==> src/rtl/smc_pkg.sv <==
package smc_pkg;

    // Default widths shared by the controller and its parts
    localparam int SP_W_DEF  = 10;
    localparam int PWR_W_DEF = 16;
    localparam int TMR_W_DEF = 16;

    typedef enum logic [2:0] {
        ST_IDLE    = 3'd0,
        ST_SETTLE  = 3'd1,
        ST_MEASURE = 3'd2,
        ST_PARK    = 3'd3,
        ST_HOLD    = 3'd4
    } smc_state_e;

    // States in which the interval timer is meaningful
    function automatic logic timed_state(input smc_state_e st);
        return (st == ST_SETTLE) || (st == ST_HOLD);
    endfunction

endpackage

==> src/rtl/smc_interval.sv <==
module smc_interval #(
    parameter int TMR_W = 16
) (
    input  logic             clk,
    input  logic             rst,
    input  logic             clr,
    input  logic [TMR_W-1:0] limit,
    output logic             expired
);

    logic [TMR_W-1:0] cnt;

    assign expired = (cnt == limit);

    always_ff @(posedge clk) begin
        if (rst || clr) begin
            cnt <= '0;
        end else if (!expired) begin
            cnt <= cnt + 1'b1;
        end
    end

endmodule

==> src/rtl/smc_peak.sv <==
module smc_peak #(
    parameter int SP_W  = 10,
    parameter int PWR_W = 16
) (
    input  logic             clk,
    input  logic             rst,
    input  logic             clr,
    input  logic [SP_W-1:0]  init_v,
    input  logic             sample_en,
    input  logic [PWR_W-1:0] pwr,
    input  logic [SP_W-1:0]  v_now,
    output logic [SP_W-1:0]  best_v,
    output logic [PWR_W-1:0] best_p
);

    logic gain;

    // strict comparison keeps the earlier point on a tie
    assign gain = sample_en && (pwr > best_p);

    always_ff @(posedge clk) begin
        if (rst) begin
            best_p <= '0;
            best_v <= '0;
        end else if (clr) begin
            best_p <= '0;
            best_v <= init_v;
        end else if (gain) begin
            best_p <= pwr;
            best_v <= v_now;
        end
    end

    // the running maximum never falls inside a scan
    a_r5_no_drop: assert property (@(posedge clk) disable iff (rst)
        !clr |=> (best_p >= $past(best_p)));

    // without a taken sample the record is frozen
    a_r4_quiet: assert property (@(posedge clk) disable iff (rst)
        (!clr && !sample_en) |=> ($stable(best_p) && $stable(best_v)));

endmodule

==> src/rtl/smc_seq.sv <==
module smc_seq
    import smc_pkg::*;
#(
    parameter int SP_W  = 10,
    parameter int PWR_W = 16,
    parameter int TMR_W = 16
) (
    input  logic             clk,
    input  logic             rst,
    input  logic             run,
    input  logic [SP_W-1:0]  cfg_vmin,
    input  logic [SP_W-1:0]  cfg_voc,
    input  logic [SP_W-1:0]  cfg_step,
    input  logic [TMR_W-1:0] cfg_settle,
    input  logic [TMR_W-1:0] cfg_hold,
    input  logic             pwr_valid,
    input  logic             tmr_expired,
    input  logic [SP_W-1:0]  best_v,
    input  logic [PWR_W-1:0] best_p,
    output logic [SP_W-1:0]  vset,
    output logic             tmr_clr,
    output logic [TMR_W-1:0] tmr_limit,
    output logic             pk_clr,
    output logic             pk_sample,
    output logic             meas_req,
    output logic             done
);

    localparam int SUM_W = SP_W + 1;

    smc_state_e       state, state_n;
    logic [SP_W-1:0]  vset_n;
    logic [SP_W-1:0]  step_eff;
    logic [SUM_W-1:0] sum_wide;
    logic [SP_W-1:0]  v_next;
    logic             at_top;
    logic             start_scan;

    assign step_eff = (cfg_step == '0) ? {{(SP_W-1){1'b0}}, 1'b1} : cfg_step;
    assign sum_wide = {1'b0, vset} + {1'b0, step_eff};
    assign v_next   = (sum_wide >= {1'b0, cfg_voc}) ? cfg_voc : sum_wide[SP_W-1:0];
    assign at_top   = (vset >= cfg_voc);

    assign meas_req  = (state == ST_MEASURE);
    assign done      = (state == ST_PARK);
    assign tmr_limit = (state == ST_HOLD) ? cfg_hold : cfg_settle;
    assign tmr_clr   = (state_n != state) && timed_state(state_n);
    assign pk_sample = meas_req && pwr_valid;
    assign pk_clr    = start_scan;

    always_comb begin
        state_n    = state;
        vset_n     = vset;
        start_scan = 1'b0;
        unique case (state)
            ST_IDLE: begin
                if (run) begin
                    start_scan = 1'b1;
                end
            end
            ST_SETTLE: begin
                if (tmr_expired) begin
                    state_n = ST_MEASURE;
                end
            end
            ST_MEASURE: begin
                if (pwr_valid) begin
                    if (at_top) begin
                        state_n = ST_PARK;
                    end else begin
                        state_n = ST_SETTLE;
                        vset_n  = v_next;
                    end
                end
            end
            ST_PARK: begin
                state_n = ST_HOLD;
                vset_n  = best_v;
            end
            ST_HOLD: begin
                if (tmr_expired) begin
                    if (run) begin
                        start_scan = 1'b1;
                    end else begin
                        state_n = ST_IDLE;
                    end
                end
            end
            default: state_n = ST_IDLE;
        endcase
        if (start_scan) begin
            state_n = ST_SETTLE;
            vset_n  = cfg_vmin;
        end
    end

    always_ff @(posedge clk) begin
        if (rst) begin
            state <= ST_IDLE;
            vset  <= '0;
        end else begin
            state <= state_n;
            vset  <= vset_n;
        end
    end

    // setpoint frozen while a reading is outstanding
    a_r3_freeze: assert property (@(posedge clk) disable iff (rst)
        (meas_req && !pwr_valid) |=> $stable(vset));

    // a taken sample below the ceiling raises the setpoint
    a_r6_advance: assert property (@(posedge clk) disable iff (rst)
        (meas_req && pwr_valid && (vset < cfg_voc) && $stable(cfg_voc))
        |=> (vset > $past(vset)));

    // completion lasts one cycle
    a_r7_single_done: assert property (@(posedge clk) disable iff (rst)
        done |=> !done);

    // hold drives the stored optimum
    a_r8_park_value: assert property (@(posedge clk) disable iff (rst)
        (state == ST_HOLD) |-> (vset == best_v));

    // a scan starts from a cleared maximum at the floor
    a_r2_fresh: assert property (@(posedge clk) disable iff (rst)
        (state == ST_IDLE && run) |=> (best_p == '0 && vset == $past(cfg_vmin)));

endmodule

==> src/rtl/sweep_mpp_ctrl.sv <==
module sweep_mpp_ctrl
    import smc_pkg::*;
#(
    parameter int SP_W  = SP_W_DEF,
    parameter int PWR_W = PWR_W_DEF,
    parameter int TMR_W = TMR_W_DEF
) (
    input  logic             clk,
    input  logic             rst,
    input  logic             run,
    input  logic [SP_W-1:0]  cfg_vmin,
    input  logic [SP_W-1:0]  cfg_voc,
    input  logic [SP_W-1:0]  cfg_step,
    input  logic [TMR_W-1:0] cfg_settle,
    input  logic [TMR_W-1:0] cfg_hold,
    input  logic [PWR_W-1:0] pwr_in,
    input  logic             pwr_valid,
    output logic [SP_W-1:0]  vset,
    output logic             meas_req,
    output logic             done,
    output logic [SP_W-1:0]  best_v,
    output logic [PWR_W-1:0] best_p
);

    logic             tmr_clr;
    logic             tmr_expired;
    logic [TMR_W-1:0] tmr_limit;
    logic             pk_clr;
    logic             pk_sample;

    smc_seq #(.SP_W(SP_W), .PWR_W(PWR_W), .TMR_W(TMR_W)) u_seq (
        .clk         (clk),
        .rst         (rst),
        .run         (run),
        .cfg_vmin    (cfg_vmin),
        .cfg_voc     (cfg_voc),
        .cfg_step    (cfg_step),
        .cfg_settle  (cfg_settle),
        .cfg_hold    (cfg_hold),
        .pwr_valid   (pwr_valid),
        .tmr_expired (tmr_expired),
        .best_v      (best_v),
        .best_p      (best_p),
        .vset        (vset),
        .tmr_clr     (tmr_clr),
        .tmr_limit   (tmr_limit),
        .pk_clr      (pk_clr),
        .pk_sample   (pk_sample),
        .meas_req    (meas_req),
        .done        (done)
    );

    smc_interval #(.TMR_W(TMR_W)) u_tmr (
        .clk     (clk),
        .rst     (rst),
        .clr     (tmr_clr),
        .limit   (tmr_limit),
        .expired (tmr_expired)
    );

    smc_peak #(.SP_W(SP_W), .PWR_W(PWR_W)) u_peak (
        .clk       (clk),
        .rst       (rst),
        .clr       (pk_clr),
        .init_v    (cfg_vmin),
        .sample_en (pk_sample),
        .pwr       (pwr_in),
        .v_now     (vset),
        .best_v    (best_v),
        .best_p    (best_p)
    );

endmodule

==> config.mk <==
export PLATFORM = sky130hd
export DESIGN_NAME = sweep_mpp_ctrl
export DESIGN_NICKNAME = d
export VERILOG_FILES = /design/src/rtl/smc_pkg.sv /design/src/rtl/smc_interval.sv /design/src/rtl/smc_peak.sv /design/src/rtl/smc_seq.sv /design/src/rtl/sweep_mpp_ctrl.sv
export SDC_FILE = /design/constraint.sdc
export NUM_CORES = 1
export LEC_CHECK = 0
export BUFFER_PORTS_ARGS = -buffer_cell sky130_fd_sc_hd__buf_2
export CAP_MARGIN = 20
export CORE_ASPECT_RATIO = 0.8
export CORE_MARGIN = 1.5
export CORE_UTILIZATION = 58
export CTS_CLUSTER_DIAMETER = 100
export DETAILED_ROUTE_END_ITERATION = 8
export PLACE_DENSITY = 0.87
export SKIP_LAST_GASP = 1
export SLEW_MARGIN = 5
export SYNTH_ARGS = -nofsm -noshare
export SYNTH_HDL_FRONTEND = slang
export SYNTH_SLANG_ARGS = --single-unit
==> constraint.sdc <==
create_clock -name clk -period 16.55 [get_ports clk]
set_input_delay 4.965 -clock clk [delete_from_list [all_inputs] [get_ports clk]]
set_output_delay 4.965 -clock clk [all_outputs]
set_load 0.005 [all_outputs]
# After elaboration in Yosys (flattened, before gate mapping)
# Cells that the tools add are included.
totals:
  ff_bits: 55
  in_bits: 82
  elab_cells: 50
op_classes:
  addsub: 2
  magnitude_cmp: 3
  n_eq_ne: 10
  muxes: 19
  n_reduce_logical: 11
op_table:
  columns: ["operator", "count"]
  rows:
  - ["two-way mux 10 bit", 7]
  - ["case mux 10 bit (2 select lines)", 1]
  - ["adder 16 x 1 -> 16 bit (second input constant)", 1]
  - ["== test 16 bit", 1]
  - ["> comparator 16 bit", 1]
  - ["two-way mux 16 bit", 1]
  - ["two-way mux 3 bit", 5]
  - ["case mux 3 bit (5 select lines)", 1]
  - ["adder 10 x 10 -> 11 bit", 1]
  - [">= comparator 11 x 10 -> 1 bit", 1]
  - [">= comparator 10 bit", 1]
  - ["zero test 10 bit", 1]
  - ["== test 3 x 1 -> 1 bit (second input constant)", 2]
  - ["== test 3 x 2 -> 1 bit (second input constant)", 2]
  - ["== test 3 bit (second input constant)", 2]
  - ["inequality test 3 bit (second input constant)", 2]
  - ["logical AND 1 bit", 3]
  - ["zero test 3 bit", 1]
  - ["inequality test 3 bit", 1]
  - ["AND reduction 3 bit", 1]
  - ["nonzero test 3 bit", 1]
  - ["logical OR 1 bit", 2]
  - ["two-way mux 1 bit", 2]
  - ["two-way mux 2 bit", 1]
  - ["3 further kinds", 3]

# Logic depth before layout (Yosys ltp)
depth:
  word_depth: 10
  ltp_mapped: 17
  depth_no_buf: 16

# Hierarchy
# From an unflattened synthesis, not the netlist that was laid out.
hier_totals:
  cells_unflattened: 537
  area_unflattened_um2: 4500.6
modules_own_cells:
  columns: ["module", "n_inst", "cells_each", "area_per_inst_um2", "seq_area_each_um2"]
  rows:
  - ["smc_seq", 1, 262, 2064.5, 260.2]
  - ["smc_peak", 1, 164, 1478.9, 520.5]
  - ["smc_interval", 1, 111, 957.2, 320.3]

# Least setup slack after synthesis
# No wires, ideal clock.
synth_path:
  path_type: "input to register"
  from: "input port cfg_step[1]"
  to: "register u_seq.vset[6]"
  setup_ns: 0.091
  arrival_ns: 8.820
  required_ns: 16.459
  setup_slack_ns: 7.639
  path_stages: 17
  path_buffers: 1
  cell_sequence: "nor3_1 -> a31o_2 -> ha_1 -> fa_1 -> a211oi_1 -> o21bai_1 -> a21oi_1 -> xnor2_1 -> ha_1 -> a2111oi_0 -> o21ai_0 -> a2111oi_2 -> clkbuf_1 -> nand2_1 -> o211ai_1 -> o211ai_1 -> a311oi_1"
synth_between:
  elab_chain_len: 9
synth_lines:
  columns: ["item", "line_no", "text"]
  rows:
  - ["start, declared", "sweep_mpp_ctrl.sv:13", "input logic [SP_W-1:0] cfg_step,"]
  - ["zero test 10 bit", "smc_seq.sv:39", "assign step_eff = (cfg_step == '0) ? {{(SP_W-1){1'b0}}, 1'b1} : cfg_step;"]
  - ["two-way mux 10 bit *", "smc_seq.sv:39", null]
  - ["adder 10 x 10 -> 11 bit *", "smc_seq.sv:40", "assign sum_wide = {1'b0, vset} + {1'b0, step_eff};"]
  - [">= comparator 11 x 10 -> 1 bit", "smc_seq.sv:41", "assign v_next = (sum_wide >= {1'b0, cfg_voc}) ? cfg_voc : sum_wide[SP_W-1:0];"]
  - ["two-way mux 10 bit *", "smc_seq.sv:41", null]
  - ["two-way mux 10 bit *", "smc_seq.sv:68", "if (at_top) begin"]
  - ["two-way mux 10 bit *", "smc_seq.sv:67", "if (pwr_valid) begin"]
  - ["case mux 10 bit (2 select lines) *", "smc_seq.sv:55", "unique case (state)"]
  - ["two-way mux 10 bit *", "smc_seq.sv:91", "if (start_scan) begin"]
  - ["end signal, assigned", "smc_seq.sv:103", "vset <= vset_n;"]
  - ["end, declared", "smc_seq.sv:20", "output logic [SP_W-1:0] vset,"]
# Mark *: on every way between the ends. The rest lies on a longest branch, timed or not. The select of a mux whose other input is x is not followed.
# A chain may end at the register's enable or synchronous reset.

# Final worst setup path
layout_path:
  from: "input port cfg_step[1]"
  to: "register u_seq.vset[9]"
# The elaborated chain is that of the path after synthesis.

==> run metrics <==
final wirelength=about 12000 um; setup TNS=0 ns; final hold vios=0; DR vias=4489; total of max-cap violations=0; placer congestion estimate=0.915; CP arrival=around 9 ns; die height=81.2 um; Initial DRC Count=354; Pleak=2.40 nW; Skew-Pair Late Insertion Delay=0.31 ns; post-CTS repair timing setup buffer count=0; worst min path class=reg -> reg; area leader, netlist=dfxtp_1; kind of critical path=in -> reg; H-tree levels=2; predominant post-synthesis flop cell=dfxtp_1; port bufs=119; # DRC=0; Worst Skew=0.00960 ns; PostCTS Resize Cnt=0; max_slew headroom=around 49%; crit path launch type=input port; sequential fraction of the synthesis area=between 20% and 30%; Power Density=66.6 nW/um^2; most common library cells after synthesis=nor2_1 (63), dfxtp_1 (55), ha_1 (47); Hold-fix buffers, CTS=0; Async S/R FF share, synth=0%; vias in the first global route=4121; die footprint=8170 um^2; fin util=between 60% and 70%; GRT overflow=0; RSZ-0062 raised after global routing=false; core box area=approximately 7400 um^2; FMAX=112 MHz; min Tclk post-route=between 8 and 9 ns; Rows=28; Final ANT Viol Nets=0; DR pass1 iterations=6; first-pass GRT wire length=just under 20000 um; most numerous cell in the Yosys netlist=nor2_1; peak supply drop=0.0551 mV; initial core utilization=59.9%; post-synth design cell area=4430 um^2; Req. time, crit path=approximately 17 ns; gr usage total=29.6%; Syn Area/Cell=between 8 and 9 um^2; Slew @ Worst Pin=0.768 ns; type of element capturing the critical path=register; Tot Pwr=340 uW; synthesized net count=slightly below 700; Yosys cell types=63; CTS tree=built; Top Ports=120; area growth from synthesis to layout=15.3%; DP Worst Slack=7.33 ns; Clock Tree Buf Depth=2; layout cell share with drive strength beyond 1=22.4%; hpwl dp=9620 um; initial antenna violation count=1; Layout Nets=772; Post-Layout Inst Area=5110 um^2; CP max FO=18; Max Slew Vio Count=0; routed len/inst=16.4 um; EDFF count, synth=0; endpoints failing setup=0; Ys Warns=0; CTS Buf Count=5; Sink Count=55; Yosys reg bits=55; DR vias/cell=roughly 6; outcome=complete, no violations; Final Cycle Share=a little over half; largest net degree at the start of global routing=29; Root Driver=clkbuf_8; share of the synthesized area in the top cell type=24.9%; die width=101 um; Reg clk slew, reported paths=0.10 ns; Cells after Synth=548; Final WS setup=between 7 and 8 ns; dpl cell area=5020 um^2; largest cells by area after synthesis=dfxtp_1 (25%), ha_1 (13%), mux2i_1 (7.0%)
metrics by stage:
stage | std cells | hold WS (ns)
global placement | 740 | 0.493
finish | 749 | 0.535
global route | 749 | 0.561
CTS | 748 | 0.538
detailed placement | 740 | 0.513
floorplan | 548 | 0.492
critical path: stages:
cell       delay (ns)
buf_2            0.12
nor3_1           0.06
a31o_2           0.24
ha_1             0.22
fa_1             0.44
a211oi_1         0.35
o21bai_1         0.14
a21oi_1          0.20
xnor2_1          0.17
ha_1             0.28
a2111oi_0        0.35
o21ai_0          0.20
a2111oi_2        0.42
buf_4            0.28
a21oi_1          0.09
or3_1            0.36
a311oi_2         0.27
report_power, final:
part           internal, mW  total, mW  switching (mW)
clock                0.0305     0.0753          0.0448
combinational        0.0542      0.118          0.0637
sequential            0.138      0.147         0.00918
final cells by class:
type / instances / area, um^2
sequential: 55 / 1100
clock buffer: 6 / 72.6
clock inverter: 2 / 16.3
multi-input combinational: 417 / 3020
fill: 629 / 2280
tap: 105 / 131
inverter: 42 / 158
antenna: 1 / 2.50
timing repair buffer: 121 / 611
placed cells by master (no fill, tap or decap), types with 5 or more instances in the layout:
master and count:
clkbuf_8 5, xnor2_1 19, ha_1 47, or3_1 8, nor4_1 6, dfxtp_1 55
buf_2 119, nor2_1 63, nand4_1 11, o21ai_0 17, nand2b_1 9, mux2i_1 31
a211oi_1 17, nand3_1 12, a21oi_1 20, a21o_1 9, o211ai_1 17, inv_1 42
xor2_1 8, nor2b_1 14, nor3_1 11, o21a_1 5, a311oi_1 7, nand2_1 30
sequential cells by signal, summed over array words and instances (netlist names):
register	cells
u_tmr.cnt	16
u_peak.best_p	16
u_seq.state	3
u_peak.best_v	10
u_seq.vset	10
final timing paths:
check / startpoint / endpoint / slack [ns] / cells after the start
setup reg to reg: u_seq.vset[0] / u_seq.vset[9] / 12.26 / 14
hold reg to reg: u_peak.best_p[8] / u_peak.best_p[8] / 0.53 / 2
hold / removal: u_peak.best_p[8] / u_peak.best_p[8] / 0.53 / 2
setup / recovery: cfg_step[1] / u_seq.vset[9] / 7.62 / 17
cell families (layout without fill, tap and decap cells):
family / count (synthesis) / after routing / share of synthesized area, %
flip-flops: 55 / 55 / 24.9
buffers and inverters: 76 / 171 / 7.03
AND/OR/NAND/NOR: 186 / 186 / 21.5
other: 0 / 1 / 0
AO/OA/AOI/OAI: 125 / 125 / 20.5
XOR/XNOR: 27 / 27 / 5.34
multiplexers: 31 / 31 / 7.01
adder cells (fa/ha/maj): 48 / 48 / 13.7
metal layers:
layer	up-vias	global-route usage (%)	wire length, um
met5	-	0	0
met4	0	7.61	208
met3	19	5.16	985
met2	199	48.5	5560
met1	2101	40.4	5500
li1	2170	-	-
No activity file was read; power rests on OpenSTA's default activity.
